$ cat config.mk
export PLATFORM = sky130hd
export DESIGN_NAME = tacc_core
export DESIGN_NICKNAME = d
export VERILOG_FILES = /design/src/rtl/tacc_pkg.sv /design/src/rtl/tacc_alu.sv /design/src/rtl/tacc_seq.sv /design/src/rtl/tacc_core.sv
export SDC_FILE = /design/constraint.sdc
export NUM_CORES = 1
export LEC_CHECK = 0
export BUFFER_PORTS_ARGS = -buffer_cell sky130_fd_sc_hd__buf_4
export CELL_PAD_IN_SITES_DETAIL_PLACEMENT = 0
export CELL_PAD_IN_SITES_GLOBAL_PLACEMENT = 2
export CORE_ASPECT_RATIO = 0.75
export CORE_UTILIZATION = 32
export CTS_CLUSTER_SIZE = 16
export DETAILED_ROUTE_END_ITERATION = 10
export GPL_TIMING_DRIVEN = 0
export PLACE_DENSITY = 0.76
export SLEW_MARGIN = 20
export SYNTH_ARGS = -nofsm -noshare
export SYNTH_HDL_FRONTEND = slang
export SYNTH_SLANG_ARGS = --single-unit
$ cat constraint.sdc
create_clock -name clk -period 2.84 [get_ports clk]
set_input_delay 0.426 -clock clk [delete_from_list [all_inputs] [get_ports clk]]
set_output_delay 0.426 -clock clk [all_outputs]
set_load 0.05 [all_outputs]
$ cat src/rtl/tacc_pkg.sv
`timescale 1ns/1ps
package tacc_pkg;
   localparam int OPC_W = 4;

   typedef enum logic [OPC_W-1:0] {
      OP_HALT  = 4'h0,
      OP_LOAD  = 4'h1,
      OP_MOVB  = 4'h2,
      OP_MOVC  = 4'h3,
      OP_JNZ   = 4'h4,
      OP_STORE = 4'h5,
      OP_RSV6  = 4'h6,
      OP_RSV7  = 4'h7,
      OP_ADD   = 4'h8,
      OP_INC   = 4'h9,
      OP_SUB   = 4'hA,
      OP_DEC   = 4'hB,
      OP_SHL   = 4'hC,
      OP_SHR   = 4'hD,
      OP_AND   = 4'hE,
      OP_NOT   = 4'hF
   } opc_e;

   typedef enum logic [1:0] {
      PH_FETCH  = 2'd0,
      PH_DECODE = 2'd1,
      PH_EXEC   = 2'd2,
      PH_HALT   = 2'd3
   } phase_e;
endpackage

$ cat src/rtl/tacc_alu.sv
`timescale 1ns/1ps
module tacc_alu
   import tacc_pkg::*;
#(
   parameter int DATA_W = 8,
   parameter int CNT_W  = 4
) (
   input  opc_e              op,
   input  logic [DATA_W-1:0] a,
   input  logic [DATA_W-1:0] b,
   input  logic [CNT_W-1:0]  cnt,
   output logic [DATA_W-1:0] res
);
   localparam int STG   = (DATA_W > 1) ? $clog2(DATA_W) : 1;
   localparam int USE_W = (CNT_W < STG) ? CNT_W : STG;
   localparam logic [DATA_W-1:0] ONE = DATA_W'(1);

   if (DATA_W < 2) begin : g_bad_width
      $error("tacc_alu: DATA_W must be at least 2");
   end
   if (CNT_W < 1) begin : g_bad_cnt
      $error("tacc_alu: CNT_W must be at least 1");
   end

   logic [DATA_W-1:0] lsh [USE_W+1];
   logic [DATA_W-1:0] rsh [USE_W+1];
   logic              big;

   assign lsh[0] = a;
   assign rsh[0] = a;

   for (genvar s = 0; s < USE_W; s++) begin : g_stage
      assign lsh[s+1] = cnt[s] ? (lsh[s] << (1 << s)) : lsh[s];
      assign rsh[s+1] = cnt[s] ? (rsh[s] >> (1 << s)) : rsh[s];
   end

   if (CNT_W > STG) begin : g_over
      assign big = |cnt[CNT_W-1:STG];
   end else begin : g_no_over
      assign big = 1'b0;
   end

   always_comb begin
      unique case (op)
         OP_ADD:  res = a + b;
         OP_INC:  res = a + ONE;
         OP_SUB:  res = a - b;
         OP_DEC:  res = a - ONE;
         OP_SHL:  res = big ? '0 : lsh[USE_W];
         OP_SHR:  res = big ? '0 : rsh[USE_W];
         OP_AND:  res = a & b;
         OP_NOT:  res = ~a;
         default: res = a;
      endcase
   end
endmodule

$ cat src/rtl/tacc_seq.sv
`timescale 1ns/1ps
module tacc_seq
   import tacc_pkg::*;
(
   input  logic   clk,
   input  logic   rst,
   input  logic   is_halt,
   output phase_e phase
);
   always_ff @(posedge clk) begin
      if (rst) begin
         phase <= PH_FETCH;
      end else begin
         unique case (phase)
            PH_FETCH:  phase <= PH_DECODE;
            PH_DECODE: phase <= PH_EXEC;
            PH_EXEC:   phase <= is_halt ? PH_HALT : PH_FETCH;
            default:   phase <= PH_HALT;
         endcase
      end
   end

   // the three phases follow one another in a fixed order
   a_r2_fetch_then_decode: assert property (@(posedge clk) disable iff (rst)
      phase == PH_FETCH |=> phase == PH_DECODE);
   a_r2_decode_then_exec: assert property (@(posedge clk) disable iff (rst)
      phase == PH_DECODE |=> phase == PH_EXEC);
   // only reset leaves the halt state
   a_r10_halt_holds: assert property (@(posedge clk) disable iff (rst)
      phase == PH_HALT |=> phase == PH_HALT);
endmodule

$ cat src/rtl/tacc_core.sv
`timescale 1ns/1ps
module tacc_core
   import tacc_pkg::*;
#(
   parameter int DATA_W = 8,
   parameter int ADDR_W = 4
) (
   input  logic              clk,
   input  logic              rst,
   output logic [ADDR_W-1:0] mem_addr,
   input  logic [DATA_W-1:0] mem_rdata,
   output logic [DATA_W-1:0] mem_wdata,
   output logic              mem_we,
   output logic              halted
);
   localparam int OPR_W   = ADDR_W;
   localparam int INSTR_W = OPC_W + OPR_W;

   if (DATA_W != INSTR_W) begin : g_bad_fmt
      $error("tacc_core: DATA_W must equal opcode plus operand width");
   end
   if (ADDR_W > DATA_W) begin : g_bad_addr
      $error("tacc_core: ADDR_W must not exceed DATA_W");
   end

   logic [DATA_W-1:0] acc, breg, creg, ir, alu_q, alu_res;
   logic [ADDR_W-1:0] pc;
   opc_e              op;
   logic [OPR_W-1:0]  opnd;
   phase_e            phase;
   logic              mem_op;

   assign op   = opc_e'(ir[INSTR_W-1 -: OPC_W]);
   assign opnd = ir[OPR_W-1:0];

   tacc_seq u_seq (
      .clk     (clk),
      .rst     (rst),
      .is_halt (op == OP_HALT),
      .phase   (phase)
   );

   tacc_alu #(.DATA_W(DATA_W), .CNT_W(OPR_W)) u_alu (
      .op  (op),
      .a   (acc),
      .b   (breg),
      .cnt (opnd),
      .res (alu_res)
   );

   assign mem_op    = (phase == PH_EXEC) && ((op == OP_LOAD) || (op == OP_STORE));
   assign mem_addr  = mem_op ? opnd : pc;
   assign mem_we    = (phase == PH_EXEC) && (op == OP_STORE);
   assign mem_wdata = acc;
   assign halted    = (phase == PH_HALT);

   always_ff @(posedge clk) begin
      if (rst) begin
         acc   <= '0;
         breg  <= '0;
         creg  <= '0;
         pc    <= '0;
         ir    <= '0;
         alu_q <= '0;
      end else begin
         unique case (phase)
            PH_FETCH: begin
               ir <= mem_rdata;
               pc <= pc + 1'b1;
            end
            PH_DECODE: alu_q <= alu_res;
            PH_EXEC: begin
               unique case (op)
                  OP_LOAD: acc  <= mem_rdata;
                  OP_MOVB: breg <= acc;
                  OP_MOVC: creg <= acc;
                  OP_JNZ:  if (creg != '0) pc <= acc[ADDR_W-1:0];
                  OP_ADD, OP_INC, OP_SUB, OP_DEC,
                  OP_SHL, OP_SHR, OP_AND, OP_NOT: acc <= alu_q;
                  default: ;
               endcase
            end
            default: ;
         endcase
      end
   end

   // fetch advances the program counter by one, wrapping
   a_r2_pc_advance: assert property (@(posedge clk) disable iff (rst)
      phase == PH_FETCH |=> pc == $past(pc) + 1'b1);
   // a store strobe lasts a single cycle
   a_r3_store_pulse: assert property (@(posedge clk) disable iff (rst)
      mem_we |=> !mem_we);
   // copy into the operand register takes the accumulator
   a_r4_copy_b: assert property (@(posedge clk) disable iff (rst)
      (phase == PH_EXEC && op == OP_MOVB) |=> breg == $past(acc));
   // taken jump lands on the low accumulator bits
   a_r5_jump_taken: assert property (@(posedge clk) disable iff (rst)
      (phase == PH_EXEC && op == OP_JNZ && creg != '0) |=> pc == $past(acc[ADDR_W-1:0]));
   // untaken jump leaves the program counter alone
   a_r5_jump_not_taken: assert property (@(posedge clk) disable iff (rst)
      (phase == PH_EXEC && op == OP_JNZ && creg == '0) |=> $stable(pc));
   // reserved opcodes touch no register
   a_r9_reserved_quiet: assert property (@(posedge clk) disable iff (rst)
      (phase == PH_EXEC && (op == OP_RSV6 || op == OP_RSV7))
      |=> ($stable(acc) && $stable(breg) && $stable(creg)));
   // halted core never writes
   a_r10_no_write: assert property (@(posedge clk) disable iff (rst)
      halted |-> !mem_we);
   // halted core holds its state and address
   a_r10_frozen: assert property (@(posedge clk) disable iff (rst)
      halted |=> ($stable(acc) && $stable(pc) && $stable(creg) && $stable(mem_addr)));
endmodule

**Word-level counts from Yosys, hierarchy flattened**

Cells that the tools add are included.

- Shift-type cells: 0
- Mux-type cells: 16
- Equal/unequal tests: 18
- Reduce and logical (&&, ||, !) cells: 13
- $lt $le $gt $ge: 0
- Bitwise gates (word level): 2
- Multiply operators: 0
- Add/subtract/negate cells: 5
- Divide/modulo/power cells: 0

Operator list:

| operator | number |
|---|---|
| $mux W8 | 8 |
| $pmux W8 S8 | 1 |
| $eq A4 B4 Y1 const B | 8 |
| $pmux W8 S2 | 1 |
| $mux W4 | 3 |
| $add A8 B1 Y8 const B | 1 |
| $add A8 B8 Y8 | 1 |
| $and A8 B8 Y8 | 1 |
| $eq A4 B2 Y1 const B | 2 |
| $eq A4 B3 Y1 const B | 2 |
| $not A8 Y8 | 1 |
| $pmux W4 S2 | 1 |
| $reduce_bool A8 Y1 | 1 |
| $reduce_or A8 Y1 | 1 |
| $sub A8 B1 Y8 const B | 1 |
| $sub A8 B8 Y8 | 1 |
| $pmux W2 S3 | 1 |
| $reduce_and A2 Y1 | 3 |
| $add A4 B1 Y4 const B | 1 |
| $eq A2 B2 Y1 const B | 2 |
| $eq A4 B1 Y1 const B | 1 |
| $logic_not A4 Y1 | 1 |
| $ne A2 B1 Y1 const B | 2 |
| $reduce_bool A2 Y1 | 2 |
| other kinds (6) | 7 |

- Latch bits: 0
- Register bits after elaboration: 46
- Input bits: 10
- Bits in read-only memories: 0
- Bits in writable memories: 0
- Memories kept: 0

**Logic depth before layout (Yosys ltp)**

Gate-level depths: netlist (run 1).

- Depth after elaboration: 5
- Gate-level depth with buffers: 14
- Depth with buffers taken out: 13

**Hierarchy**

From an unflattened synthesis (run 1), not the netlist that was laid out.

- Cells, all modules: 413
- Area, all modules: 3,415.8 µm²

By module, submodules not included:

| module | area an instance (µm²) | cells each | instances |
|---|---|---|---|
| tacc_core | 1,913.1 | 207 | 1 |
| tacc_alu | 1,431.4 | 199 | 1 |
| tacc_seq | 71.3 | 7 | 1 |

**Least setup slack after synthesis (run 1)**

Ideal clock, no wire load.

- Path kind: register to register
- Start point: register ir[5]
- End point: register alu_q[6]
- Path buffers: 2
- Cell stages (with the launch flop): 14
- Data arrival time: 2.600 ns
- Period minus slack after synthesis: 2.691 ns
- Path slack: 0.149 ns
- Cells stage by stage: dfxtp_1 clkbuf_1 buf_1 and2_1 o21ai_0 nand2_1 a21oi_1 ha_1 nor2b_1 o21a_1 o21ai_0 nor3b_1 o31ai_1 a311oi_1

- Longest elaborated chain between the ends: 2
- Elaborated cells on any way between the ends: 9
- Those cells by class: eq/ne: 8; mux: 1

RTL lines:

| item | RTL line | source |
|---|---|---|
| start, declared | tacc_core.sv:26 | `logic [DATA_W-1:0] acc, breg, creg, ir, alu_q, alu_res;` |
| start signal, assigned | tacc_core.sv:68 | `ir <= mem_rdata;` |
| $eq A4 B4 Y1 | tacc_alu.sv:44 | `unique case (op)` |
| $pmux W8 S8 * | tacc_alu.sv:44 |  |
| end signal, assigned | tacc_core.sv:71 | `PH_DECODE: alu_q <= alu_res;` |
| end, declared | tacc_core.sv:26 |  |

Every way passes the cells marked *; elsewhere a longest branch is shown, timed or not.
A chain may end at the register's enable or synchronous reset.

**Final worst setup path (run 1)**

Same ends and word-level chain as after synthesis.

==> results of run 1 <==
[worst register-to-register path, stage by stage (launching register included)]
cell      delay, ns
dfxtp_1        0.33
clkbuf_4       0.20
buf_4          0.19
and2_4         0.16
o21ai_0        0.14
nand2_1        0.06
a21oi_1        0.17
ha_1           0.29
nor2b_1        0.17
o21a_1         0.19
o21ai_2        0.16
nor3b_2        0.18
o31ai_1        0.10
a311oi_1       0.27
[power by group through the flow]
stage	sequential [mW]	combinational, mW	clock, mW
after floorplan	0.745	0.371	0
after CTS	0.721	0.579	0.599
after global placement	0.735	0.547	0
after detailed placement	0.735	0.551	0
after global routing	0.728	0.662	0.628
final	0.722	0.606	0.599
[flip-flops by register name, indices dropped and copies added, names as in the netlist]
signal,count
ir,8
alu_q,8
breg,8
mem_wdata,8
u_seq.phase,2
creg,8
pc,4
[Yosys cell counts, types with 5 or more instances]
cell and number:
inv_1 12, nand2b_1 9, mux2i_1 24, nand2_1 38, a21oi_1 26, buf_2 5, ha_1 10, o21ai_0 42
a221oi_1 5, nor3_1 5, dfxtp_1 46, nor2_1 70, mux4_2 5, nand3_1 7, nor2b_1 7, clkbuf_1 31
a211oi_1 15, and2_1 5
[cells by family (layout without fill, tap and decap cells)]
group,after synthesis,count (layout),share of synthesized area [%]
compound gates,130,130,25.68
xor+xnor,5,5,1.320
fa+ha+maj,11,11,4.374
buf+inv,53,88,6.297
flops,46,46,27.75
mux,33,33,11.99
simple gates,161,161,22.59
[per-stage QoR]
step | area [um2] | setup TNS [ns]
final | 3939 | 0
after global routing | 3939 | -0.002403
after CTS | 3859 | 0
after detailed placement | 3662 | -1.818
after global placement | 3656 | -2.000
after floorplan | 3318 | 0
[cell usage in the layout, fill, tap and decap left out, types with 5 or more instances in the layout]
cell       synthesis  layout
a211oi_1          15      15
a21oi_1           26      24
a221oi_1           5       5
buf_4              1      31
clkbuf_1          31      25
clkbuf_16          0       5
dfxtp_1           46      42
ha_1              10       9
inv_1             12      10
mux2i_1           24      24
mux4_2             5       5
nand2_1           38      38
nand2b_1           9       8
nand3_1            7       7
nor2_1            70      68
nor2b_1            7       7
nor3_1             5       5
o21ai_0           42      39
[routing by layer]
layer / routed length (um) / vias to the layer above
met3: 731 / 12
li1: - / 1652
met4: 119 / 0
met1: 6198 / 1674
met5: 0 / -
met2: 4821 / 118
[worst paths after layout]
check,start,to,cells after the start
worst max-delay path,ir[5],alu_q[6],13
worst min-delay path,mem_rdata[3],ir[3],3
worst max register to register,ir[5],alu_q[6],13
worst min register to register,creg[0],creg[0],2
[timing repair]
action	4_1_cts	5_1_grt
pin swaps	1	4
resized for setup	18	24
buffers inserted	2	3
setup endpoints to repair	6	4
hold endpoints to repair	0	0
[cell type report]
cell class                      instances  area share (%)
Multi-Input combinational cell        340           57.34
Sequential cell                        46           23.51
Timing Repair Buffer                   28           5.337
Buffer                                 40           4.765
Tap cell                              132           4.193
Clock buffer                            6           3.272
Inverter                               12           1.239
Clock inverter                          2          0.3494
==> out/results.ini, run 1 <==
[pwr]
pwr-share-seq_pct=37.5
switching_power_mw=0.6901
power_density_nw_per_um2=489.3
ir_drop_mv=0.2846
internal_power_mw=1.237
pwr-share-comb_pct=31.4
power_mw=1.927
clockPowerShare_pct=31.1
power_leakage_nw=1.464
swShare_pct=35.81

[drt]
drc=0
wl_um=11870
avgRoutedWirePerCell_um=19.59
drt_first_pass_iters=4
first_iter_violations=253
dr_total_vias=3456
viasPerCell=5.703
drtAntennaViolNets=0

[worst_setup_path]
crit_chain=clkbuf_4 > buf_4 > and2_4 > o21ai_0 > nand2_1 > a21oi_1 > ha_1 > nor2b_1 > o21a_1 > o21ai_2 > nor3b_2 > o31ai_1 > a311oi_1
required_ns=3.04
cp_max_fo=10
critPathArrivalTime_ns=2.90
cp_top_family=compound AO/OA/AOI/OAI gates
worst_setup_path_end_kind=flop
slowest_delay_ns=0.33
slowest_stage=dfxtp_1
crit_buf_inv=2
rrSetupSlack_ns=0.14
crit_type=flop to flop
critPathLaunchType=flop

[die]
die_h_um=90.19
core-area_um2=9852
initial_core_util_pct=33.68
rows=31
die_area_um2=10780
die_x_um=119.6
io-pin-count=24

[flow_run]
cap_violations=0

[clock_network]
clock_path_buffers=2
clock-sinks=46
cts-root-buf=clkbuf_16
insertion_delay_ns=0.30
cts_tree=done
htreeDepth=2
clk_pin_slew_worst_paths_ns=0.06
cts_inserted_buffers=5
cts_hold_buf=0

[synth]
synth_edf_count=0
synthArstFlopShare_pct=0
synthCells=439
synth-seq-cells=46
ys.flop_type=dfxtp_1
syn-num-nets=460
synth_top_area_share_pct=27.75
yosysSeqAreaShare_pct=27.75
yosysTopAreaCell=dfxtp_1
synthTopCellsByArea=dfxtp_1 28%, nor2_1 7.9%, mux2i_1 7.2%
ys_types=55
syn-cell-area_um2=3318
syn_area_per_cell_um2=7.559
synth_warnings=0

[sta]
timing.fmax_mhz=370.9
slew_viol_final=0
setup_ws_ns=0.1439
skew_ns=0.007271
period_share_pct=94.93
setup_viol=0
hold_ws_ns=0.3922
max-slew-margin-rel_pct=49.29
period_needed_ns=2.696
hold_viol=0
tightest_slew_ns=0.7607

[final_layout]
stdcell_count=606
synthToLayoutAreaGrowth_pct=18.70
nets=494
fill_cells=1076
final-seq-area_um2=925.9
drive_above_1_share_pct=17.09
diodes=0
finish.utilization_pct=39.98
multi_input_area_um2=2258

[global_routing]
gr-total-overflow=0
use_met2_pct=31.84
grt_max_degree=15
grt_use_met3_pct=4.505
busiest_layer=met1
antenna_found_initial=0
grt_use_total_pct=22.69
first_global_vias=3209
grt_pass1_wl_um=18660
use_met1_pct=35.07

[placed_design]
dp_hpwl_um=8760
port_buffers=23
place_inst=594
dpl_worst_slack_ns=-0.6659
gp_congestion=0.8258

[hold_path]
min_path_type=primary input to flop

[status]
status=finished, final reports clean

Power figures use the tool's default switching activity.
==> inputs of run 2 (changes only) <==
Settings changed: CORE_UTILIZATION 32 to 37, PLACE_DENSITY 0.76 to 0.79.
Clock period 2.84 ns to 3.2 ns, I/O delays scaled along.
==> run 2 against run 1 <==
Against the previous run: the run now ends with design-rule violations left; power fell by 11%; global-route usage rose by 3.2 points; critical path depth fell by 1; cell count fell by 4.5%; via count fell by 1.7%; cell area fell by 2.9%; non-clock buffer count fell by 3; count of clock-buffer cells in the layout rose by 1; sequential power fell by 11%; combinational power fell by 16%; clock skew rose by 0.0037 ns; clock power fell by 6.2%; critical endpoint is now alu_q[7]; largest cell class unchanged.
==> out/results.ini, run 2 (synthesized netlist as in run 1, its figures left out) <==
[worst_setup_path]
crit_type=flop to flop
worst_setup_path_end_kind=flop
cp_max_fo=10
critPathLaunchType=flop
required_ns=3.38
critPathArrivalTime_ns=3.17

[sta]
setup_viol=0
hold_viol=0
skew_ns=0.01100
timing.fmax_mhz=334.5
slew_viol_final=0
period_needed_ns=2.990
tightest_slew_ns=0.7610
grt_setup_unrepaired=yes
period_share_pct=93.44
max-slew-margin-rel_pct=49.08

[clock_network]
cts_tree=done
htreeDepth=2
clock_path_buffers=2
clock-sinks=46
cts-root-buf=clkbuf_16
clk_pin_slew_worst_paths_ns=0.07
insertion_delay_ns=0.30
cts_inserted_buffers=5

[die]
rows=29
initial_core_util_pct=38.75
die_h_um=84.01
die_area_um2=9355
core-area_um2=8563
die_x_um=111.4
io-pin-count=24

[placed_design]
place_area_um2=3626
gp_congestion=0.8284
place_inst=570
port_buffers=23
dp_hpwl_um=8586

[drt]
drc=4
drtAntennaViolNets=0
avgRoutedWirePerCell_um=20.03
dr_total_vias=3396
drt_first_pass_iters=8
viasPerCell=5.865
wl_um=11600
first_iter_violations=219

[final_layout]
final_common_cell=nor2_1
drive_above_1_share_pct=13.16
stdcell_count=579
final_cell_mix=69 x nor2_1, 46 x dfxtp_1, 41 x o21ai_0
fin_area_um2=3826
synthToLayoutAreaGrowth_pct=15.31
diodes=0
nets=491
fill_cells=920

[pwr]
power_density_nw_per_um2=447.5
ir_drop_mv=0.1983
power_leakage_nw=1.425

[global_routing]
antenna_found_initial=0
grt_pass1_wl_um=18380
gr-total-overflow=0
grt_max_degree=15
first_global_vias=3250
grt_use_total_pct=25.90

[hold_path]
min_path_type=primary input to flop

[status]
violations=design-rule violations
status=complete, but fails checks

[flow_run]
cap_violations=0

-- run 2: cell count changes in the layout (fill, tap and decap cells not counted), sizes merged --
cell,delta
buf,-5
clkbuf,+3
clkinv,-2
inv,+1
-- run 2: final cells by class --
cell class / count / area (um2) / area share, %
clock buffer: 7 / 142.6 / 3.728
timing repair buffer: 25 / 187.7 / 4.905
multi-input combinational: 340 / 2215 / 57.88
clock inverter: 1 / 8.758 / 0.2289
inverter: 12 / 48.80 / 1.275
buffer: 40 / 167.7 / 4.382
tap: 108 / 135.1 / 3.532
sequential: 46 / 920.9 / 24.07
-- run 2: stage by stage --
step                      power, mW  setup slack, ns   TNS (ns)  util, %  hold slack (ns)
after floorplan              0.9904           0.5089          0        -           0.4458
after global placement        1.138          -0.2695    -0.3443    42.34           0.4569
after detailed placement      1.139          -0.2500    -0.3241    42.34           0.4709
after CTS                     1.708          0.06370          0    44.29           0.4432
after global routing          1.799        -0.009590  -0.009590    44.68           0.4487
final                         1.712           0.2100          0    44.68           0.4388
-- run 2: power by group --
group	total [mW]	internal, mW	leakage [nW]	switching, mW
registers	0.639	0.610	0.375	0.0291
logic	0.511	0.175	0.975	0.336
clock network	0.562	0.315	0.0745	0.247
total	1.71	1.10	1.42	0.612
-- run 2: repair_timing --
item                                    4_1_cts  5_1_grt
setup buffers                                 0        2
gates resized for setup                       5       10
endpoints found under the setup margin        3        4
endpoints found under the hold margin         0        0
hold buffers                                  0        0
-- run 2: final timing paths --
path / cells past startpoint / endpoint / slack, ns / startpoint
hold reg to reg: 2 / creg[0] / 0.48 / creg[0]
setup reg to reg: 12 / alu_q[7] / 0.21 / ir[6]
setup / recovery: 12 / alu_q[7] / 0.21 / ir[6]
hold / removal: 3 / ir[4] / 0.44 / mem_rdata[4]
-- run 2: per-layer routing --
| layer | GRT usage [%] | routed length (um) |
|---|---|---|
| met5 | 0 | 0 |
| met4 | 4.791 | 72 |
| met3 | 6.028 | 735 |
| met2 | 36.93 | 4692 |
| met1 | 39.20 | 6097 |
-- run 2: worst max-delay path: stages, from the launching register on --
cell	delay [ns]
dfxtp_1	0.37
clkbuf_2	0.25
nand2b_2	0.30
nor2_1	0.08
o22a_1	0.23
inv_1	0.07
ha_1	0.21
nor2b_1	0.14
o21ai_0	0.26
a21oi_1	0.18
o41ai_2	0.38
o32ai_1	0.15
a41o_1	0.24
==> inputs of run 3 (changes only) <==
Settings changed: CELL_PAD_IN_SITES_DETAIL_PLACEMENT 0 to unset, CELL_PAD_IN_SITES_GLOBAL_PLACEMENT 2 to unset, PLACE_DENSITY 0.79 to 0.49.
==> run 3 against run 2 <==
Against the previous run: the flow now finishes without violations; sequential share of layout area about the same; clock power is 12% higher; wire length shrank 0.74%; via count down 0.71%; hold slack improved by 0.00062 ns; sequential cell count is the same; cell area about the same; worst setup slack got worse by 0.040 ns; die area unchanged; sequential power hardly changed; critical endpoint unchanged; largest power group unchanged.
==> out/results.ini, run 3 (synthesized netlist as in run 1, its figures left out) <==
[sta]
period_needed_ns=3.030
setup_viol=0
timing.fmax_mhz=330.1
grt_setup_unrepaired=no
max-slew-margin-rel_pct=26.63
final.setup.tns_ns=0
tightest_slew_ns=1.085
slew_viol_final=0
hold_viol=0
setup_ws_ns=0.1702
period_share_pct=94.68
skew_ns=0.007464
hold_ws_ns=0.4394

[die]
initial_core_util_pct=38.75
core-area_um2=8563
rows=29
die_h_um=84.01
io-pin-count=24
die_area_um2=9355
die_x_um=111.4

[pwr]
ir_drop_mv=0.1986
swShare_pct=35.02
clockPowerShare_pct=35.3
internal_power_mw=1.155
switching_power_mw=0.6224
pwr-share-comb_pct=28.7
power_leakage_nw=1.426
pwr-share-seq_pct=36.0
power_density_nw_per_um2=465.0

[clock_network]
insertion_delay_ns=0.30
clock_path_buffers=2
clk_pin_slew_worst_paths_ns=0.07
cts-root-buf=clkbuf_16
htreeDepth=2
cts_inserted_buffers=5
clock-sinks=46
cts_setup_buffers=0
cts_hold_buf=0
cts_tree=done

[drt]
wl_um=11510
viasPerCell=5.844
drtAntennaViolNets=0
first_iter_violations=231
drc=0
drt_first_pass_iters=5
dr_total_vias=3372
avgRoutedWirePerCell_um=19.95

[global_routing]
first_global_vias=3050
grt_pass1_wl_um=17950
grt_max_degree=16
antenna_found_initial=0
gr-total-overflow=0
grt_use_total_pct=25.38

[final_layout]
final_cell_mix=69 x nor2_1, 46 x dfxtp_1, 41 x o21ai_0
synthToLayoutAreaGrowth_pct=15.20
final_common_cell=nor2_1
drive_above_1_share_pct=12.15
diodes=0
fill_cells=891
nets=489

[worst_setup_path]
critPathArrivalTime_ns=3.22
slowest_stage=dfxtp_1
worst_setup_path_end_kind=flop
critPathLaunchType=flop
cp_max_fo=10
crit_chain=clkbuf_2 > nand2b_1 > nor2_1 > o22a_1 > inv_1 > ha_1 > nor2b_1 > o21ai_0 > a21oi_1 > o41ai_4 > o32ai_1 > a41o_1
required_ns=3.39
crit_type=flop to flop
slowest_delay_ns=0.37
crit_buf_inv=2
cp_top_family=compound AO/OA/AOI/OAI gates

[placed_design]
dpl_worst_slack_ns=-0.3040
gp_congestion=0.9231
dp_hpwl_um=8369
port_buffers=23

[status]
status=finished, final reports clean

[hold_path]
min_path_type=primary input to flop

[flow_run]
cap_violations=0

[run 3: cell types whose count changed in the layout (fill, tap and decap cells not counted), sizes merged]
cell / delta
buf: -1
clkinvlp: -1
clkinv: +1
clkbuf: -3
inv: +1
bufinv: +1
[run 3: per-stage QoR]
stage / area, um2 / utilization (%) / cells / total power, mW
floorplan: 3318 / - / 439 / 0.9904
global placement: 3626 / 42.34 / 570 / 1.141
detailed placement: 3626 / 42.34 / 570 / 1.142
CTS: 3809 / 44.48 / 578 / 1.775
global route: 3822 / 44.64 / 577 / 1.863
finish: 3822 / 44.64 / 577 / 1.777
[run 3: cell type report]
type,instances,area [um2],share of cell area [%]
repair buffers,23,172.7,4.517
inverters,12,45.04,1.178
flip-flops and latches,46,920.9,24.09
clock buffers,5,125.1,3.273
multi-input cells,340,2215,57.94
well taps,108,135.1,3.535
plain buffers,40,165.2,4.321
clock inverters,3,43.79,1.146
[run 3: tightest hold or removal path: stages]
cell and delay (ns):
buf_4 0.11, nand2_1 0.05, a21oi_1 0.05
[run 3: power by group through the flow]
stage	clock network [mW]	logic (mW)	registers, mW
global placement	0	0.488	0.653
finish	0.627	0.510	0.640
floorplan	0	0.329	0.661
CTS	0.639	0.496	0.640
global route	0.664	0.553	0.646
detailed placement	0	0.489	0.653
[run 3: per-layer routing]
metal / GRT usage [%] / share of wire [%] / vias to the layer above
li1: - / - / 1652
met1: 38.28 / 51 / 1567
met2: 35.85 / 40 / 131
met3: 5.011 / 7.2 / 22
met4: 7.125 / 1.5 / 0
met5: 0 / 0 / -
[run 3: worst paths after layout]
path	slack, ns	startpoint	to	cells past startpoint
worst max-delay path	0.17	ir[6]	alu_q[7]	12
worst min-delay path	0.44	mem_rdata[2]	ir[2]	3
worst max register to register	0.17	ir[6]	alu_q[7]	12
worst min register to register	0.48	creg[3]	creg[3]	2
[run 3: repair_timing]
| item | 4_1_cts | 5_1_grt |
|---|---|---|
| pin swaps | 0 | 0 |
| resized for setup | 5 | 5 |
| endpoints found under the setup margin | 2 | 3 |
| cloned | 0 | 0 |
